## src/rtl/pcs_txf_pkg.sv

```systemverilog
// Package pcs_txf_pkg
// Shared widths, line control code-groups and sequencer types for the
// 100 Mb/s PCS transmit framer. Codes are written in transmit order,
// bit 4 first on the line.
package pcs_txf_pkg;

    localparam int BYTE_W = 8;
    localparam int NIB_W  = 4;
    localparam int CG_W   = 5;

    localparam logic [CG_W-1:0] CG_IDLE = 5'b11111;
    localparam logic [CG_W-1:0] CG_J    = 5'b11000;
    localparam logic [CG_W-1:0] CG_K    = 5'b10001;
    localparam logic [CG_W-1:0] CG_T    = 5'b01101;
    localparam logic [CG_W-1:0] CG_R    = 5'b00111;

    // Sequencer states
    typedef enum logic [2:0] {
        ST_IDLE,
        ST_SSD_K,
        ST_LO,
        ST_HI,
        ST_ESD_R,
        ST_GAP
    } seq_state_e;

    // Which code-group source feeds the output register
    typedef enum logic [2:0] {
        SEL_IDLE,
        SEL_J,
        SEL_K,
        SEL_LO,
        SEL_HI,
        SEL_T,
        SEL_R
    } cg_sel_e;

endpackage

```

## src/rtl/pcs_txf_enc.sv

```systemverilog
// Module pcs_txf_enc
// Purely combinational 4B5B data encoder: maps one nibble onto its 5-bit
// data code-group. Assumes the caller only presents data nibbles; control
// code-groups are produced elsewhere.
module pcs_txf_enc
    import pcs_txf_pkg::*;
(
    input  logic [NIB_W-1:0] nib_i,
    output logic [CG_W-1:0]  cg_o
);

    // Table lookup from nibble to data code-group
    always_comb begin
        unique case (nib_i)
            4'h0: cg_o = 5'b11110;
            4'h1: cg_o = 5'b01001;
            4'h2: cg_o = 5'b10100;
            4'h3: cg_o = 5'b10101;
            4'h4: cg_o = 5'b01010;
            4'h5: cg_o = 5'b01011;
            4'h6: cg_o = 5'b01110;
            4'h7: cg_o = 5'b01111;
            4'h8: cg_o = 5'b10010;
            4'h9: cg_o = 5'b10011;
            4'hA: cg_o = 5'b10110;
            4'hB: cg_o = 5'b10111;
            4'hC: cg_o = 5'b11010;
            4'hD: cg_o = 5'b11011;
            4'hE: cg_o = 5'b11100;
            default: cg_o = 5'b11101;
        endcase
    end

endmodule

```

## src/rtl/pcs_txf_nib.sv

```systemverilog
// Module pcs_txf_nib
// Nibble splitter. On a load cycle it passes the low nibble of the
// incoming byte straight through and keeps the high nibble in a 4-bit
// holding register for the following cycle. Assumes that load and hi_sel
// never coincide, which the sequencer guarantees.
module pcs_txf_nib
    import pcs_txf_pkg::*;
(
    input  logic              clk,
    input  logic              rst_n,
    input  logic              load_i,
    input  logic              hi_sel_i,
    input  logic [BYTE_W-1:0] byte_i,
    output logic [NIB_W-1:0]  nib_o
);

    logic [NIB_W-1:0] hi_q;

    // Capture the high nibble of each accepted byte
    always_ff @(posedge clk) begin
        if (!rst_n) begin
            hi_q <= '0;
        end else if (load_i) begin
            hi_q <= byte_i[BYTE_W-1:NIB_W];
        end
    end

    // Choose the nibble to encode in this cycle
    always_comb begin
        nib_o = hi_sel_i ? hi_q : byte_i[NIB_W-1:0];
    end

    AST_HOLD_STABLE: assert property (@(posedge clk) disable iff (!rst_n)
        !load_i |=> $stable(hi_q));

endmodule

```

## src/rtl/pcs_txf_seq.sv

```systemverilog
// Module pcs_txf_seq
// Frame sequencer. It walks idle -> J/K -> alternating low/high nibbles ->
// T/R -> mandatory idle gap, and it pulls bytes from the MAC with a
// one-cycle acknowledge. Assumes the MAC keeps the next byte on its bus
// from the cycle after each acknowledge, and lowers frm_valid after the
// last byte.
module pcs_txf_seq
    import pcs_txf_pkg::*;
#(
    parameter int MIN_IDLE = 1
) (
    input  logic    clk,
    input  logic    rst_n,
    input  logic    frm_valid_i,
    output logic    byte_ack_o,
    output logic    load_o,
    output cg_sel_e sel_o
);

    localparam int GAP_W = (MIN_IDLE > 1) ? $clog2(MIN_IDLE) : 1;
    localparam logic [GAP_W-1:0] GAP_LAST = GAP_W'(MIN_IDLE - 1);

    seq_state_e       state_q, state_d;
    logic [GAP_W-1:0] gap_q, gap_d;

    // Next-state, acknowledge and code-group source decisions
    always_comb begin
        state_d    = state_q;
        gap_d      = gap_q;
        byte_ack_o = 1'b0;
        load_o     = 1'b0;
        sel_o      = SEL_IDLE;
        unique case (state_q)
            ST_IDLE: begin
                if (frm_valid_i) begin
                    byte_ack_o = 1'b1;
                    sel_o      = SEL_J;
                    state_d    = ST_SSD_K;
                end
            end
            ST_SSD_K: begin
                sel_o   = SEL_K;
                state_d = ST_LO;
            end
            ST_LO: begin
                if (frm_valid_i) begin
                    byte_ack_o = 1'b1;
                    load_o     = 1'b1;
                    sel_o      = SEL_LO;
                    state_d    = ST_HI;
                end else begin
                    sel_o   = SEL_T;
                    state_d = ST_ESD_R;
                end
            end
            ST_HI: begin
                sel_o   = SEL_HI;
                state_d = ST_LO;
            end
            ST_ESD_R: begin
                sel_o   = SEL_R;
                gap_d   = '0;
                state_d = ST_GAP;
            end
            default: begin
                sel_o = SEL_IDLE;
                if (gap_q == GAP_LAST) begin
                    state_d = ST_IDLE;
                end else begin
                    gap_d = gap_q + 1'b1;
                end
            end
        endcase
    end

    // State and gap counter registers
    always_ff @(posedge clk) begin
        if (!rst_n) begin
            state_q <= ST_IDLE;
            gap_q   <= '0;
        end else begin
            state_q <= state_d;
            gap_q   <= gap_d;
        end
    end

    AST_ACK_WITH_VALID: assert property (@(posedge clk) disable iff (!rst_n)
        byte_ack_o |-> frm_valid_i);
    AST_ACK_SPACING: assert property (@(posedge clk) disable iff (!rst_n)
        byte_ack_o |=> !byte_ack_o);
    AST_GAP_RANGE: assert property (@(posedge clk) disable iff (!rst_n)
        (state_q == ST_GAP) |-> (gap_q <= GAP_LAST));
    AST_NO_ACK_IN_GAP: assert property (@(posedge clk) disable iff (!rst_n)
        (state_q == ST_GAP || state_q == ST_ESD_R) |-> !byte_ack_o);

endmodule

```

## src/rtl/pcs_tx_framer.sv

```systemverilog
// Module pcs_tx_framer
// Top of the 100 Mb/s PCS transmit framer. It turns a byte-wide MAC frame
// into a registered 5-bit code-group stream, one per nibble clock, with
// J/K and T/R delimiters and idle fill. Assumes a single clock domain and
// that the scrambler follows directly on cg_out.
module pcs_tx_framer
    import pcs_txf_pkg::*;
#(
    parameter int MIN_IDLE = 1
) (
    input  logic              clk,
    input  logic              rst_n,
    input  logic              frm_valid,
    input  logic [BYTE_W-1:0] frm_byte,
    output logic              byte_ack,
    output logic [CG_W-1:0]   cg_out,
    output logic              cg_vld
);

    cg_sel_e          sel;
    logic             load;
    logic [NIB_W-1:0] nib;
    logic [CG_W-1:0]  data_cg;
    logic [CG_W-1:0]  cg_d;
    logic [CG_W-1:0]  cg_q;
    logic             vld_q;

    pcs_txf_seq #(.MIN_IDLE(MIN_IDLE)) seq_i (
        .clk         (clk),
        .rst_n       (rst_n),
        .frm_valid_i (frm_valid),
        .byte_ack_o  (byte_ack),
        .load_o      (load),
        .sel_o       (sel)
    );

    pcs_txf_nib nib_i (
        .clk      (clk),
        .rst_n    (rst_n),
        .load_i   (load),
        .hi_sel_i (sel == SEL_HI),
        .byte_i   (frm_byte),
        .nib_o    (nib)
    );

    pcs_txf_enc enc_i (
        .nib_i (nib),
        .cg_o  (data_cg)
    );

    // Pick a control or data code-group for the next cycle
    always_comb begin
        unique case (sel)
            SEL_J:         cg_d = CG_J;
            SEL_K:         cg_d = CG_K;
            SEL_T:         cg_d = CG_T;
            SEL_R:         cg_d = CG_R;
            SEL_LO, SEL_HI: cg_d = data_cg;
            default:       cg_d = CG_IDLE;
        endcase
    end

    // Output register for the code-group and its strobe
    always_ff @(posedge clk) begin
        if (!rst_n) begin
            cg_q  <= CG_IDLE;
            vld_q <= 1'b0;
        end else begin
            cg_q  <= cg_d;
            vld_q <= 1'b1;
        end
    end

    assign cg_out = cg_q;
    assign cg_vld = vld_q;

    AST_J_THEN_K: assert property (@(posedge clk) disable iff (!rst_n)
        (cg_q == CG_J) |=> (cg_q == CG_K));
    AST_T_THEN_R: assert property (@(posedge clk) disable iff (!rst_n)
        (cg_q == CG_T) |=> (cg_q == CG_R));
    AST_R_THEN_IDLE: assert property (@(posedge clk) disable iff (!rst_n)
        (cg_q == CG_R) |=> (cg_q == CG_IDLE));
    AST_VLD_AFTER_RESET: assert property (@(posedge clk) disable iff (!rst_n)
        $past(rst_n) |-> vld_q);

endmodule

```

## config.mk

```make
export PLATFORM = sky130hd
export DESIGN_NAME = pcs_tx_framer
export DESIGN_NICKNAME = d
export VERILOG_FILES = /design/src/rtl/pcs_txf_pkg.sv /design/src/rtl/pcs_txf_enc.sv /design/src/rtl/pcs_txf_nib.sv /design/src/rtl/pcs_txf_seq.sv /design/src/rtl/pcs_tx_framer.sv
export SDC_FILE = /design/constraint.sdc
export NUM_CORES = 1
export LEC_CHECK = 0
export BUFFER_PORTS_ARGS = -buffer_cell sky130_fd_sc_hd__buf_2
export CAP_MARGIN = 20
export CORE_AREA = 2 2 40 42
export DETAILED_ROUTE_END_ITERATION = 7
export DIE_AREA = 0 0 42 44
export PLACE_DENSITY = 0.7
export SLEW_MARGIN = 20
export SYNTH_ARGS = -nofsm -noshare
export SYNTH_HDL_FRONTEND = slang
export SYNTH_SLANG_ARGS = --single-unit
export TNS_END_PERCENT = 5
```

## constraint.sdc

```tcl
create_clock -name clk -period 1.5 [get_ports clk]
set_clock_uncertainty 0.1 [all_clocks]
set_input_delay 0 -clock clk [delete_from_list [all_inputs] [get_ports clk]]
set_output_delay 0 -clock clk [all_outputs]
set_load 0.01 [all_outputs]
```

# ---- Word level (Yosys, flattened, before mapping)
# Memory sizes are Yosys's and may differ from the RTL's.
# Index checks and enable logic that the tools add are counted.
# W data, S select, Z words.
dict set report word_totals {
  latchBits 0
  ramBits 0
  reg_bits 14
  in_bits 11
  wordCells 40
  mem_bits_ro 80
  out_inout_bits 7
  mem_count 1
}
# memory depth width read_ports rd_clocked_by_memory_dff wr line_no
set mem_list {}
lappend mem_list {{(name not given)} 16 5 1 0 0 pcs_txf_enc.sv:14} ;# unique case (nib_i)
dict set report op_classes {
  n_shift 0
  add_sub_neg 1
  order_cmp 0
  bitwise 0
  muxes 15
  n_div 0
  reduce_logical 6
  n_eq_ne 12
  n_mul 0
}
# cell n
set ops {}
lappend ops {{$pmux W5 S5} 1}
lappend ops {{$pmux W3 S5} 1}
lappend ops {{$eq A3 B2 Y1 const B} 4}
lappend ops {{$eq A3 B3 Y1 const B} 4}
lappend ops {{$mux W3} 4}
lappend ops {{$pmux W3 S4} 1}
lappend ops {{$eq A3 B1 Y1 const B} 2}
lappend ops {{$mux W1} 6}
lappend ops {{$reduce_or A2 Y1} 3}
lappend ops {{$ne A5 B5 Y1 const B} 1}
lappend ops {{$mux W4} 1}
lappend ops {{$reduce_or A4 Y1} 1}
lappend ops {{$logic_not A3 Y1} 1}
lappend ops {{$ne A2 B2 Y1 const B} 1}
lappend ops {{$pmux W1 S2} 1}
lappend ops {{$reduce_and A2 Y1} 1}
lappend ops {{$add A1 B1 Y1 const B} 1}

# ---- Longest topological paths before layout
# Gate-level depths: netlist of run 1.
# An unclocked memory read counts as a cell.
dict set report depth {
  word_depth 6
  ltp_mapped 5
  mapped_depth_nobuf 4
}

# ---- Modules after synthesis
# Synthesis of run 1 repeated with hierarchy kept, for this count alone.
dict set report unflattened {
  hier_cells 77
  area_unflattened_um2 729.4
}
# module instances cells_per_inst area_per_inst_um2 seq_area_each_um2
set modules_own_cells {}
lappend modules_own_cells {pcs_tx_framer 1 29 270.3 120.1}
lappend modules_own_cells {pcs_txf_nib 1 17 201.4 80.1}
lappend modules_own_cells {pcs_txf_seq 1 22 192.7 60.1}
lappend modules_own_cells {pcs_txf_enc 1 9 65.1 0.0}

# ---- Least setup slack after synthesis of run 1
# No wires, ideal clock.
dict set report synth_timing {
  kind {register to register}
  startpoint {reg seq_i.state_q[2]}
  endpoint {reg cg_q[3] (netlist: cg_out[3])}
  required_ps 1271
  setup_ps 129
  period_less_slack_ps 1341
  n_path_buf 1
  path_slack_ps 159
  path_stages_with_launch 6
  arrival_time_ps 1112
  path_cell_list {dfxtp_1 buf_4 and3b_1 or3_1 o311ai_1 nand3_1}
}
dict set report synth_between {
  elab_chain_len 6
  elab_cells_between_ends 16
  classes_between {eq/ne: 10; mux: 3; reduce/logical: 2; memory: 1}
}
# item line_no
set synth_lines {}
lappend synth_lines {{from (decl)} pcs_txf_seq.sv:23} ;# seq_state_e state_q, state_d;
lappend synth_lines {{from (signal assigned)} pcs_txf_seq.sv:82} ;# state_q <= state_d;
lappend synth_lines {{$eq A3 B3 Y1, or another cell as far along} pcs_txf_seq.sv:33} ;# unique case (state_q)
lappend synth_lines {{$pmux W3 S5 (*)} pcs_txf_seq.sv:33}
lappend synth_lines {{$eq A3 B3 Y1} {pcs_tx_framer.sv:41, pcs_tx_framer.sv:53}}
lappend synth_lines {{$mux W4} pcs_txf_nib.sv:30} ;# nib_o = hi_sel_i ? hi_q : byte_i[NIB_W-1:0];
lappend synth_lines {{$mem_v2 Z16 W5} --}
lappend synth_lines {{$pmux W5 S5 (*)} pcs_tx_framer.sv:53} ;# unique case (sel)
lappend synth_lines {{to (signal assigned)} pcs_tx_framer.sv:69} ;# cg_q <= cg_d;
lappend synth_lines {{to (decl)} pcs_tx_framer.sv:25} ;# logic [CG_W-1:0] cg_q;
# Mark *: on every way between the ends. The rest lies on a longest branch, timed or not.
# A chain may end at the register's enable or synchronous reset.

# ---- Worst setup path in the final report of run 1
# Same ends and word-level chain as after synthesis.

==> impl_metrics.tcl, run 1 <==
set metrics [dict create \
    synthFlopType "dfxtp_1" \
    synth.top_cells.by_area "dfxtp_1 41%, nor2_1 6.5%, a21oi_1 6.3%" \
    drt-total-wl_um 1440 \
    path_max_fanout 11 \
    reg2reg_setup_slack_ns 0.1 \
    synth-edff-count 0 \
    syn2layout_area_growth_pct 36.3 \
    cts_sinks 13 \
    critPathLaunch "seq_i.state_q[2]" \
    crit_chain "and3b_1 > or3_1 > o311ai_1 > nand3_1" \
    cts_buffers 3 \
    routedWlPerCell_um 11.9 \
    yosysMostFrequentCell "dfxtp_1" \
    num_rows 14 \
    synth_cell_types 25 \
    die_y_um 44 \
    p_sw_share_pct 26.6 \
    maxSlewViolCount 0 \
    slew_headroom_pct 74.4 \
    ys.warnings.count 0 \
    multi_input_area_um2 342 \
    grt_max_degree 12 \
    critical_path.top_delay_family "simple AND/OR/NAND/NOR gates" \
    antenna_found_initial 0 \
    setup_viol_count_final 0 \
    cp_data_required_time_ns 1.56 \
    postCtsSetupBuffers 0 \
    p_switching_uw 195 \
    synth_compound_area_share_pct 18.3 \
    drive_above_1_share_pct 25.7 \
    endpoint "cg_out[3]" \
    worst-path-stages 4 \
    viasPerCell 5.34 \
    drt_iter0_drc 13 \
    r2r_end "cg_out[3]" \
    die_width_um 42 \
    p_per_area_nw_per_um2 852 \
    muxShareOfSynthArea_pct 4.76 \
    critPathCaptureType "flop" \
    hold_viol 0 \
    worstSkewPairLatency_ns 0.28 \
    slowest_delay_ns 0.40 \
    seq_area_um2 262 \
    cp-start-kind "flop" \
    placed_cells 109 \
    path_buf_inv 0 \
    drt-pass1-iter-count 4 \
    drv_cap 0 \
    ios 18 \
    dr_total_vias 646 \
    synthAdderAreaFrac_pct 0 \
    setup_tns_ns 0 \
    finalNetCount 117 \
    portBuffers 17 \
    ys_top_cells_by_count "13 x dfxtp_1, 11 x nor2_1, 8 x a21oi_1, 6 x nor2b_1, 4 x nand2b_1" \
    synth_top_family_by_area "simple AND/OR/NAND/NOR gates" \
    worst_ir_drop_vdd_mv 0.461 \
    hp-class "input port to flop" \
    pwr-share-seq_pct 51.3 \
    fillers 127 \
    initial_utilization_pct 44.4 \
    clk_pin_slew_ns 0.08 \
    dp_hpwl_um 1050 \
    cp_slowest_cell "dfxtp_2" \
    ys_async_sr_fraction_pct 0 \
    grt_pass1_vias 602 \
    ant_nets 0 \
    place.gp.congestion 0.982 \
    synth_area_per_cell_um2 8.41 \
    clockBufferDepth 2 \
    synth_area_um2 631 \
    gr-total-overflow 0 \
    clockPowerShare_pct 30.4 \
    status "completed" \
    die_area_um2 1850 \
    grt_usage_pct 18.1 \
    synth_top_area_share_pct 41.3 \
    path_class "flop to flop" \
    rr_worst_depth 4 \
    drc 0 \
    synth-simple-area-share_pct 31.2 \
    fin_cells 121 \
    synth_top_area_cell "dfxtp_1" \
    core_area_um2 1420 \
    post-route-period-util_pct 93.6 \
    cts_tree "done" \
    worst_slew_pin_slew_ns 0.379 \
    max_freq_ghz 0.712 \
    cts.htree.levels 1 \
    synth-seq-area-share_pct 41.3 \
    rsz0062_at_grt "no" \
    ys_ff_latch 13 \
    synth_nets 86 \
    period_minus_slack_ns 1.40 \
    antenna_cells 0 \
    synth_xor_area_share_pct 0 \
    p_int_uw 538 \
    p_leak_nw 0.339 \
    syn_inst 75 \
    critPathArrivalTime_ns 1.47 \
    grt_pass1_wl_um 2440 \
    combPwrFrac_pct 18.2 \
    cts-root-buf "clkbuf_4" \
    rr_startpoint "seq_i.state_q[2]" \
]
[cells by family after synthesis]
logic type             after synthesis
AOI/OAI and AO/OA                   18
buffers and inverters                6
DFF                                 13
muxes                                3
and+or+nand+nor                     35
[what timing repair did]
action                                  CTS  global route
endpoints found under the setup margin    0             2
hold buffers                              8             0
hold endpoints to repair                 11             0
resized for setup                         0             1
[final cells by class]
cell class	count	share of cell area, %
Inverter	2	0.873
Tap cell	16	2.33
Timing Repair Buffer	30	23.6
Clock buffer	4	3.06
Multi-Input combinational cell	56	39.7
Sequential cell	13	30.4
[worst min-delay path: stages]
cell and delay, ns:
buf_2 0.12, nor4_1 0.06, nor3_1 0.19
[metal layers]
metal,up-vias,GRT usage [%],share of wire (%)
met5,-,0,0
met4,0,11.6,1.8
met3,4,3.75,4.8
met2,22,32.5,53
met1,289,19.2,41
li1,331,-,-
[worst min-delay path by stage]
stage,startpoint,end,slack [ns],depth (start not counted)
after floorplan,rst_n,cg_vld,-0.07,0
after global placement,rst_n,cg_vld,0.12,1
after detailed placement,rst_n,cg_vld,0.13,1
after CTS,frm_byte[3],cg_out[4],0.01,3
after global routing,frm_byte[3],cg_out[4],0.06,3
final,frm_byte[3],cg_out[4],0.04,3
[flip-flops by register name, summed over array words and instances (netlist names)]
name / count
cg_out: 5
cg_vld: 1
nib_i.hi_q: 4
seq_i.state_q: 3
[cell usage in the layout, fill, tap and decap left out, types with 2 or more instances in the layout]
| cell | count |
|---|---|
| nand2b_1 | 4 |
| mux2i_1 | 3 |
| nor4_1 | 2 |
| nand3b_1 | 2 |
| nor3_1 | 3 |
| buf_4 | 5 |
| dlygate4sd3_1 | 8 |
| dfxtp_1 | 12 |
| nand3_1 | 3 |
| o21ai_0 | 2 |
| buf_2 | 17 |
| a21oi_1 | 8 |
| o311ai_0 | 3 |
| nor2_1 | 11 |
| nor2b_1 | 6 |
| inv_1 | 2 |
| clkbuf_4 | 3 |
[per-stage QoR]
stage	power [mW]	utilization (%)	cell area, um2	hold slack, ns	setup slack, ns
6_report	0.733	60.6	860	0.0416	0.0960
3_5_place_dp	0.501	53.0	752	0.131	0.0397
4_1_cts	0.740	60.5	858	0.0122	0.0263
2_1_floorplan	0.448	-	631	-0.0723	0.159
5_1_grt	0.768	60.6	860	0.0564	0.0159
3_3_place_gp	0.500	53.0	752	0.123	0.100
[power groups by stage]
stage | combinational [mW] | sequential [mW] | clock (mW)
after CTS | 0.134 | 0.376 | 0.231
after global routing | 0.148 | 0.379 | 0.241
after detailed placement | 0.118 | 0.384 | 0
after global placement | 0.116 | 0.384 | 0
after floorplan | 0.0624 | 0.386 | 0
final | 0.134 | 0.376 | 0.223
(Power assumes the default switching activity.)
==> run 2: changes to the inputs <==
- CORE_AREA: 2 2 40 42 -> 2 2 41 43
- CTS_BUF_LIST: not set -> sky130_fd_sc_hd__clkbuf_4
- DIE_AREA: 0 0 42 44 -> 0 0 43 45
- PLACE_DENSITY: 0.7 -> 0.75
- SYNTH_HIERARCHICAL: not set -> 1
==> run 2 against run 1 <==
  * The run now ends with setup timing left
  * Register-to-register slack worse by 0.80 ns
  * Sequential power about the same
  * Global-route usage increased by 1.1 points
  * Routed wire length rose by 14%
  * Die area up 4.7%
  * Count of clock-buffer cells in the layout is the same
==> impl_metrics.tcl, run 2 <==
set metrics [dict create \
    synthFlopType "dfxtp_1" \
    cts_buffers 3 \
    synth_area_um2 729 \
    hold_viol 0 \
    report.power.total_uw 876 \
    violations "setup timing" \
    path_max_fanout 5 \
    clockBufferDepth 2 \
    antenna_found_initial 0 \
    core_area_um2 1470 \
    critPathLaunch "seq_i/state_q[0]" \
    mostFrequentLayoutCells "17 x buf_2, 12 x buf_4, 10 x dfxtp_1" \
    p_leak_nw 0.441 \
    cp-start-kind "flop" \
    synth_nets 88 \
    r2r_end "cg_out[1]" \
    hold_slack_ns 0.0250 \
    synth-seq-area-share_pct 35.7 \
    stdcell_area_um2 1050 \
    yosysMostFrequentCell "dfxtp_1" \
    wl_met3_um 54 \
    cts_sinks 13 \
    ant_nets 0 \
    ys.warnings.count 6 \
    dp_hpwl_um 1120 \
    critPathCaptureType "flop" \
    routedWlPerCell_um 12.7 \
    synth-edff-count 0 \
    cts_tree "done" \
    syn2layout_area_growth_pct 44.4 \
    slowest_delay_ns 0.38 \
    grt_pass1_vias 661 \
    die_width_um 43 \
    post-route-period-util_pct 147 \
    viasPerCell 5.32 \
    period_minus_slack_ns 2.21 \
    drive_above_1_share_pct 47.8 \
    wl_met2_um 812 \
    cts.htree.levels 1 \
    slew_headroom_pct 86.0 \
    die_area_um2 1940 \
    crit_chain "and4bb_1 > a211o_1 > nor2_4 > mux2_4 > xnor2_2 > a22oi_2 > a21o_2 > nand2_1 > o311ai_1" \
    synth_cell_types 34 \
    rr_worst_depth 9 \
    syn_inst 77 \
    worstSkewPairLatency_ns 0.28 \
    ios 18 \
    p_per_area_nw_per_um2 832 \
    drt-total-wl_um 1640 \
    wl_met1_um 729 \
    final_common_cell "buf_2" \
    initial_utilization_pct 49.6 \
    setup_ws_ns -0.708 \
    cts-root-buf "clkbuf_4" \
    rsz0062_at_grt "yes" \
    reg2reg_setup_slack_ns -0.71 \
    gr-total-overflow 0 \
    synth_top_area_share_pct 35.7 \
    rr_startpoint "seq_i/state_q[0]" \
    cp_data_required_time_ns 1.56 \
    hp-class "input port to flop" \
    place.gp.congestion 0.797 \
    status "complete, but fails checks" \
    drv_cap 0 \
    drc 0 \
    critPathArrivalTime_ns 2.26 \
    ys_async_sr_fraction_pct 0 \
    synth.top_cells.by_area "dfxtp_1 36%, mux2_2 6.2%, mux2i_1 5.5%" \
    maxSlewViolCount 0 \
    setup_viol_count_final 5 \
    largest_reg_flops 5 \
    portBuffers 17 \
    synth_top_area_cell "dfxtp_1" \
    drt_iter0_drc 12 \
    worst_slew_pin_slew_ns 0.207 \
    grt_max_degree 13 \
    finalNetCount 125 \
    setup_tns_ns -3.14 \
    drt-pass1-iter-count 4 \
    worst_ir_drop_vdd_mv 0.546 \
    place_area_um2 913 \
    max_freq_ghz 0.453 \
    endpoint "cg_out[1]" \
    maxUsedRoutingLayer "met4" \
    clk_pin_slew_ns 0.08 \
    synth_area_per_cell_um2 9.47 \
    ys_top_cells_by_count "13 x dfxtp_1, 6 x nor2_1, 6 x nor2b_1, 5 x nand2b_1" \
    grt_pass1_wl_um 2730 \
    cp_slowest_cell "dfxtp_4" \
    pre_cts_slack_ns -0.754 \
    antenna_cells 0 \
    dr_total_vias 686 \
    grt_usage_pct 19.1 \
    ys_ff_latch 13 \
    die_y_um 45 \
    num_rows 14 \
    path_class "flop to flop" \
]
-- run 2: per-layer routing --
layer | GRT usage [%] | vias up
met2 | 33.9 | 17
met5 | 0 | -
met4 | 10.9 | 0
met1 | 21.4 | 318
met3 | 4.00 | 4
li1 | - | 347
-- run 2: where the power goes --
group | internal (mW) | leakage [nW] | switching (mW)
sequential | 0.366 | 0.109 | 0.0115
clock | 0.121 | 0.0184 | 0.118
combinational | 0.141 | 0.314 | 0.118
total | 0.628 | 0.441 | 0.248
-- run 2: worst min-delay path by stage --
stage | start | cells past startpoint | end
after global placement | rst_n | 1 | cg_vld
after global routing | frm_valid | 4 | seq_i/state_q[0]
after detailed placement | rst_n | 1 | cg_vld
final | frm_valid | 4 | seq_i/state_q[0]
after floorplan | rst_n | 0 | cg_vld
after CTS | rst_n | 1 | cg_vld
-- run 2: worst max-delay path: cells and delay by family, from the launching register on --
family	cells	cell delay (ns)
muxes	1	0.36
and+or+nand+nor	3	0.46
AOI/OAI and AO/OA	4	0.64
xor gates and xnor gates	1	0.16
DFF	1	0.38
-- run 2: final cells by class --
class	count	area, um2
multi-input cells	59	483
fillers	114	418
flip-flops and latches	13	272
repair buffers	36	245
clock buffers	4	30.0
well taps	16	20.0
inverters	1	3.75
-- run 2: stage by stage --
stage,util (%),instances
floorplan,-,77
global placement,62.1,117
detailed placement,62.1,117
CTS,69.3,128
global route,71.6,129
finish,71.6,129
-- run 2: kinds of logic after synthesis --
logic type | count (synthesis) | synth area share [%]
buf+inv | 5 | 5.66
simple gates | 32 | 26.9
mux | 8 | 11.7
xor+xnor | 1 | 1.20
compound gates | 18 | 18.9
flops | 13 | 35.7
-- run 2: timing repair --
action | in CTS | in global routing
setup endpoints to repair | 5 | 6
pin swaps | 3 | 3
setup buffers | 1 | 0
gates resized for setup | 4 | 7
hold endpoints to repair | 13 | 9
hold buffers | 6 | 1
